## src/rtl/fbd_pkg.sv

```systemverilog
package fbd_pkg;
  localparam int unsigned AW = 4;
  localparam int unsigned FW = 6;
endpackage

```

## src/rtl/fbd_decode.sv

```systemverilog
module fbd_decode
  import fbd_pkg::*;
#(
  parameter int unsigned NW = 8,
  localparam int unsigned RW = NW + 2
) (
  input  logic [NW-1:0] n_i,
  input  logic [AW-1:0] a_i,
  input  logic [FW-1:0] offset_i,
  input  logic          frac_en_i,
  input  logic          ss_en_i,
  output logic [RW-1:0] base_o,
  output logic [FW-1:0] step_o,
  output logic          use_frac_o,
  output logic          err_o,
  output logic          warn_o
);
  always_comb begin
    base_o     = (RW'(n_i) << 1) + RW'(a_i) + RW'(1);
    use_frac_o = frac_en_i;
    step_o     = frac_en_i ? offset_i : '0;
    err_o      = ss_en_i && !frac_en_i && (offset_i == '0);
    warn_o     = frac_en_i && (a_i <= AW'(2));
  end
endmodule

```

## src/rtl/fbd_accum.sv

```systemverilog
module fbd_accum
  import fbd_pkg::*;
(
  input  logic          clk_i,
  input  logic          rst_ni,
  input  logic          step_i,
  input  logic          use_i,
  input  logic [FW-1:0] inc_i,
  output logic          carry_o,
  output logic [FW-1:0] acc_o
);
  logic [FW-1:0] acc_q;
  logic [FW:0]   sum;

  assign sum     = {1'b0, acc_q} + {1'b0, inc_i};
  assign carry_o = use_i & sum[FW];
  assign acc_o   = acc_q;

  always_ff @(posedge clk_i or negedge rst_ni) begin
    if (!rst_ni)     acc_q <= '0;
    else if (step_i) acc_q <= use_i ? sum[FW-1:0] : '0;
  end
endmodule

```

## src/rtl/fbd_count.sv

```systemverilog
module fbd_count #(
  parameter int unsigned RW = 10
) (
  input  logic          clk_i,
  input  logic          rst_ni,
  input  logic [RW-1:0] load_val_i,
  output logic          bnd_o,
  output logic          pulse_o
);
  logic [RW-1:0] cnt_q;
  logic          run_q;
  logic          zero;

  assign zero    = (cnt_q == '0);
  assign bnd_o   = !run_q || zero;
  assign pulse_o = run_q && zero;

  always_ff @(posedge clk_i or negedge rst_ni) begin
    if (!rst_ni) begin
      cnt_q <= '0;
      run_q <= 1'b0;
    end else begin
      run_q <= 1'b1;
      cnt_q <= bnd_o ? load_val_i : cnt_q - RW'(1);
    end
  end
endmodule

```

## src/rtl/frac_fb_div.sv

```systemverilog
module frac_fb_div
  import fbd_pkg::*;
#(
  parameter int unsigned NW = 8,
  localparam int unsigned RW = NW + 2
) (
  input  logic          clk_i,
  input  logic          rst_ni,
  input  logic [NW-1:0] n_i,
  input  logic [AW-1:0] a_i,
  input  logic [FW-1:0] offset_i,
  input  logic          frac_en_i,
  input  logic          ss_en_i,
  output logic          div_o,
  output logic          cfg_err_o,
  output logic          frac_warn_o
);
  logic [RW-1:0] base;
  logic [FW-1:0] step;
  logic          use_frac, err, warn, carry, bnd;
  logic [FW-1:0] acc;
  logic [RW-1:0] load_val;
  logic          err_q, warn_q;

  fbd_decode #(.NW(NW)) u_dec (
    .n_i(n_i), .a_i(a_i), .offset_i(offset_i), .frac_en_i(frac_en_i),
    .ss_en_i(ss_en_i), .base_o(base), .step_o(step), .use_frac_o(use_frac),
    .err_o(err), .warn_o(warn)
  );

  fbd_accum u_acc (
    .clk_i(clk_i), .rst_ni(rst_ni), .step_i(bnd), .use_i(use_frac),
    .inc_i(step), .carry_o(carry), .acc_o(acc)
  );

  // period = base + carry, counter runs load_val .. 0
  assign load_val = base + RW'(carry) - RW'(1);

  fbd_count #(.RW(RW)) u_cnt (
    .clk_i(clk_i), .rst_ni(rst_ni), .load_val_i(load_val),
    .bnd_o(bnd), .pulse_o(div_o)
  );

  always_ff @(posedge clk_i or negedge rst_ni) begin
    if (!rst_ni) begin
      err_q  <= 1'b0;
      warn_q <= 1'b0;
    end else if (bnd) begin
      err_q  <= err;
      warn_q <= warn;
    end
  end

  assign cfg_err_o   = err_q;
  assign frac_warn_o = warn_q;
endmodule

```

## config.mk

```make
export PLATFORM = sky130hd
export DESIGN_NAME = frac_fb_div
export DESIGN_NICKNAME = d
export VERILOG_FILES = /design/src/rtl/fbd_pkg.sv /design/src/rtl/fbd_decode.sv /design/src/rtl/fbd_accum.sv /design/src/rtl/fbd_count.sv /design/src/rtl/frac_fb_div.sv
export SDC_FILE = /design/constraint.sdc
export NUM_CORES = 1
export LEC_CHECK = 0
export ABC_AREA = 1
export ABC_CLOCK_PERIOD_IN_PS = 3200
export CELL_PAD_IN_SITES_DETAIL_PLACEMENT = 1
export CELL_PAD_IN_SITES_GLOBAL_PLACEMENT = 1
export CORE_MARGIN = 2
export CORE_UTILIZATION = 25
export CTS_BUF_LIST = sky130_fd_sc_hd__clkbuf_4 sky130_fd_sc_hd__clkbuf_8
export CTS_CLUSTER_DIAMETER = 150
export DETAILED_ROUTE_END_ITERATION = 16
export PLACE_DENSITY = 0.61
export SLEW_MARGIN = 30
export SYNTH_ARGS = -nofsm -noshare
export SYNTH_HDL_FRONTEND = slang
export SYNTH_HIERARCHICAL = 1
export SYNTH_SLANG_ARGS = --single-unit
```

## constraint.sdc

```tcl
create_clock -name clk_i -period 3.2 [get_ports clk_i]
set_input_delay 0.64 -clock clk_i [delete_from_list [all_inputs] [get_ports clk_i]]
set_output_delay 0.64 -clock clk_i [all_outputs]
set_load 0.05 [all_outputs]
```

## After elaboration in Yosys (flattened, before gate mapping)

Cells that the tools add are included.

- Memories kept: 0
- ROM bits: 0
- Output and inout bits: 3
- Word-level logic and storage cells: 25
- Input port bits: 22
- Latch bits: 0
- Register bits after elaboration: 19
- RAM bits: 0

- Shifts and indexed selects: 0
- Multipliers: 0
- Div/mod/pow operators: 0
- Equal/unequal tests: 0
- Multiplexer cells: 3
- $add $sub $neg: 6
- Bitwise operators: 1
- Reductions and logical operators: 9
- Order comparisons: 1

Operator list:

| kind | count |
|---|---|
| 10-bit by 1-bit subtractor with 10-bit output, second input constant | 2 |
| 6-bit 2-to-1 mux | 2 |
| 10-bit by 1-bit adder with 10-bit output | 1 |
| 10-bit by 1-bit adder with 10-bit output, second input constant | 1 |
| 9-bit by 4-bit adder with 10-bit output | 1 |
| 10-bit logical NOT | 1 |
| 10-bit 2-to-1 mux | 1 |
| 6-bit by 6-bit adder with 7-bit output | 1 |
| 6-bit logical NOT | 1 |
| 4-bit by 2-bit less-or-equal comparator with 1-bit output, second input constant | 1 |
| 1-bit logical AND | 4 |
| 1-bit logical NOT | 2 |
| 1-bit bitwise AND | 1 |
| 1-bit logical OR | 1 |

## Longest topological paths before layout

- Depth in word-level cells: 6
- Mapped depth: 17
- Mapped depth without buffers: 17

## Modules after synthesis

Netlist, hierarchy kept.

Modules (own cells, without submodules):

| module | times used | seq. area each (um^2) | area an instance (um^2) | cells an instance |
|---|---|---|---|---|
| fbd_count | 1 | 275.3 | 648.1 | 91 |
| fbd_accum | 1 | 150.1 | 469.2 | 61 |
| fbd_decode | 1 | 0.0 | 361.6 | 70 |
| frac_fb_div | 1 | 50.0 | 331.6 | 50 |

## Least setup slack after synthesis

Ideal clock, no wire load.

- Kind: register to output
- Start: register u_cnt.cnt_q[0]
- End: output div_o
- Required time: 2.560 ns
- Buffers on the path: 0
- Stages on the path, launching flop included: 7
- Slack: 0.547 ns
- Arrival: 2.013 ns
- Path through: dfrtp_1 > inv_1 > ha_1 > inv_2 > nor2_2 > nand3_2 > nor3b_1

- Longest elaborated chain between the ends: 2

Ends and longest elaborated chain:

| element | RTL line | RTL |
|---|---|---|
| from (decl) | fbd_count.sv:10 | `logic [RW-1:0] cnt_q;` |
| from (signal assigned) | fbd_count.sv:24 | `cnt_q <= bnd_o ? load_val_i : cnt_q - RW'(1);` |
| 10-bit logical NOT | fbd_count.sv:14 | `assign zero = (cnt_q == '0);` |
| 1-bit logical AND | fbd_count.sv:16 | `assign pulse_o = run_q && zero;` |
| to (decl) | frac_fb_div.sv:14 | `output logic div_o,` |

Every way passes these cells.

## Final worst setup path

- Start: input frac_en_i
- End: register u_cnt.cnt_q[8]

- Longest elaborated chain between the ends: 6

Ends and longest elaborated chain:

| element | RTL line | RTL |
|---|---|---|
| from (decl) | frac_fb_div.sv:12 | `input logic frac_en_i,` |
| 6-bit 2-to-1 mux | fbd_decode.sv:21 | `step_o = frac_en_i ? offset_i : '0;` |
| net step[0] | frac_fb_div.sv:19 | `logic [FW-1:0] step;` |
| 6-bit by 6-bit adder with 7-bit output | fbd_accum.sv:15 | `assign sum = {1'b0, acc_q} + {1'b0, inc_i};` |
| 1-bit bitwise AND | fbd_accum.sv:16 | `assign carry_o = use_i & sum[FW];` |
| net carry | frac_fb_div.sv:20 | `logic use_frac, err, warn, carry, bnd;` |
| 10-bit by 1-bit adder with 10-bit output | frac_fb_div.sv:37 | `assign load_val = base + RW'(carry) - RW'(1);` |
| 10-bit by 1-bit subtractor with 10-bit output | frac_fb_div.sv:37 |  |
| net load_val[8] | frac_fb_div.sv:22 | `logic [RW-1:0] load_val;` |
| 10-bit 2-to-1 mux | fbd_count.sv:24 |  |

The timed path passes the listed nets, and every way through them passes these cells.
A chain may end at the register's enable or synchronous reset.

==> metrics.yaml <==
cts.clk_slew.worst_paths_ns: 0.08
setup_viol: 0
antennaDiodeCount: 0
gp_congestion: 0.818
grt_pass1_vias: 1809
grt_max_degree: 20
synth.avg_cell_area_um2: 6.66
internal_power_uw: 523
stdcell_area_mm2: 0.00225
ios: 25
stdcell_count: 403
fin_nets: 341
port_buffers: 24
ctsRootBufferMaster: "clkbuf_8"
power.leakage_uw: 0.00120
post-route-period-util: 0.915
startpoint_type: "input port"
avgViaCountPerCell: 4.15
routedWlPerCell_um: 11.0
fillCellCount: 929
drtAntennaViolNets: 0
synth-seq-area-share: 0.263
slew_viol_final: 0
cp-end-kind: "flop"
slew_headroom: 0.663
totalWireLength_mm: 4.42
required_ns: 3.35
p_sw_uw: 333
combPwrFrac: 0.422
synth_top_area_cell: "dfrtp_1"
min_path_type: "flop to flop"
power.density_mw_per_mm2: 380
drc: 0
die_h_um: 89.1
finalClockSkew_ns: 0.00861
layout-drive-gt1-share: 0.109
status: "finished, final reports clean"
dieArea_mm2: 0.00794
grt_antenna_before_repair: 0
place_area_mm2: 0.00220
synth_top_area_share: 0.263
placed_cells: 399
die_w_um: 89.1
tightest_slew_ns: 0.504
post_cts_buffers: 0
regArea_um2: 475
ctsHoldBuffers: 0
cts_resized: 0
synth_cell_types: 35
vias: 1671
synth_commonest_cells: "nand2_1 (103), inv_1 (40), dfrtp_1 (19)"
grtUsageTotal: 0.128
drt-pass1-iter-count: 4
synth_edf_count: 0
cpMostUsedCell: "nand2_1"
synth_nets: 308
synth-seq-cells: 19
p_seq_frac: 0.367
fmax_mhz: 342
synth_cells: 272
totalPowerFinal_uw: 855
clkPwrFrac: 0.211
worst_ir_drop_vdd_uv: 137
syn2layout_area_growth_pct: 24.3
cpLargestDelayFamily: "adder cells"
worstPathMaxFanout: 7
synthTopCellsByArea: "dfrtp_1 (26%), nand2_1 (21%), ha_1 (8.3%)"
grt_pass1_wl_mm: 8.19
synthesis.area_mm2: 0.00181
cp_slowest_cell: "clkdlybuf4s50_1"
dp_hpwl_mm: 3.77
insertion_delay_ns: 0.26
cap_viol_max_count: 0
start_util: 0.254
rsz0062_at_grt: "no"
crit_chain: "clkdlybuf4s50_1 > nand2_1 > inv_1 > ha_1 > fa_1 > nand4_1 > a21boi_1 > inv_1 > ha_1 > ha_1 > nand2_1 > nor2_4 > nand2_1 > nand2_1 > nand2_1 > nand2_1 > nand2_1"
ctsHtreeMaxLevel: 1
drtIter0Drc: 39
ys.flop_type: "dfrtp_1"
async_reset_ff_frac: 1.00
clock-sinks: 19
critical-path-max-stage-delay_ns: 0.51
core_area_mm2: 0.00714
arrival_ns: 3.07
grt.overflow.total: 0
cp_num_buf_inv: 3
yosys_warnings: 6
cts_buffer_depth: 2
holdWs_ns: 0.488
path_class: "input port to flop"
switching_share: 0.389
period_needed_ns: 2.93
multi_input_area_mm2: 0.00115
yosysMostFrequentCell: "nand2_1"
cts_tree: "yes"
rows: 31
hold_viol: 0
numCtsBuffers: 3
==> power groups by stage <==
stage / registers (uW) / logic (uW) / clock network [uW]
after global routing: 321 / 423 / 198
after floorplan: 313 / 257 / 0
after detailed placement: 320 / 364 / 0
after global placement: 319 / 358 / 0
after CTS: 315 / 368 / 190
final: 314 / 361 / 180
==> stage by stage <==
step	setup slack (ns)	utilization	TNS (ns)
6_report	0.274	0.315	0
2_1_floorplan	0.547	-	0
3_3_place_gp	0.114	0.308	0
5_1_grt	0.0273	0.315	0
4_1_cts	0.252	0.315	0
3_5_place_dp	-0.0131	0.308	-0.0256
==> routing by layer <==
layer | wire [um] | track usage | up-vias
met5 | 0 | 0 | -
met1 | 2280 | 0.179 | 744
met3 | 60 | 0.0111 | 2
met2 | 2050 | 0.213 | 15
met4 | 35 | 0.0326 | 0
li1 | - | - | 910
==> cells by family after synthesis <==
kind of cell	share of synthesized area
AOI/OAI and AO/OA	0.0781
muxes	0.0124
xor gates and xnor gates	0.0339
other	0.00207
and+or+nand+nor	0.406
DFF	0.263
buffers and inverters	0.0995
adders and majority gates	0.105
==> worst register-to-register path, delay by kind of cell, from the launching register on <==
family | cells | cell delay, ns
buffers and inverters | 1 | 0.05
adders and majority gates | 4 | 0.99
DFF | 1 | 0.38
AOI/OAI and AO/OA | 1 | 0.07
and+or+nand+nor | 8 | 0.64
==> sequential cells by signal, indices dropped and copies added (netlist names) <==
| signal | count |
|---|---|
| u_cnt/cnt_q | 10 |
| u_acc/acc_o | 6 |
| cfg_err_o | 1 |
| frac_warn_o | 1 |
| u_cnt/run_q | 1 |
==> placed cells by master, fill, tap and decap left out, types with 3 or more instances in the layout <==
master / instances
nand2_1: 103
inv_1: 40
clkdlybuf4s50_1: 24
dfrtp_1: 19
nand3_1: 17
nor2_1: 15
ha_1: 12
o21ai_0: 10
nor2_2: 6
xor2_1: 6
buf_4: 6
a21oi_1: 5
inv_2: 3
nand2_2: 3
nand3b_1: 3
clkbuf_8: 3
nand3_2: 3
==> layout make-up <==
cell class                      instances  share of cell area
Inverter                               43              0.0717
Timing Repair Buffer                   30               0.127
Clock buffer                            4              0.0217
Tap cell                               99              0.0551
Sequential cell                        19               0.211
Multi-Input combinational cell        208               0.513
==> path summary, 6_finish.rpt <==
| kind | slack [ns] | cells after the start | startpoint | endpoint |
|---|---|---|---|---|
| setup / recovery | 0.27 | 17 | frac_en_i | u_cnt/cnt_q[8]$_DFF_PN0_ |
| hold / removal | 0.49 | 1 | u_cnt/cnt_q[0]$_DFF_PN0_ | u_cnt/cnt_q[0]$_DFF_PN0_ |
| setup reg to reg | 0.95 | 14 | u_acc/acc_o[0]$_DFFE_PN0P_ | u_cnt/cnt_q[8]$_DFF_PN0_ |
| hold reg to reg | 0.49 | 1 | u_cnt/cnt_q[0]$_DFF_PN0_ | u_cnt/cnt_q[0]$_DFF_PN0_ |
| max in group asynchronous | 2.26 | 2 | rst_ni | u_cnt/cnt_q[2]$_DFF_PN0_ |
| min in group asynchronous | 0.72 | 2 | rst_ni | u_acc/acc_o[4]$_DFFE_PN0P_ |
No activity file was read; power rests on OpenSTA's default activity.
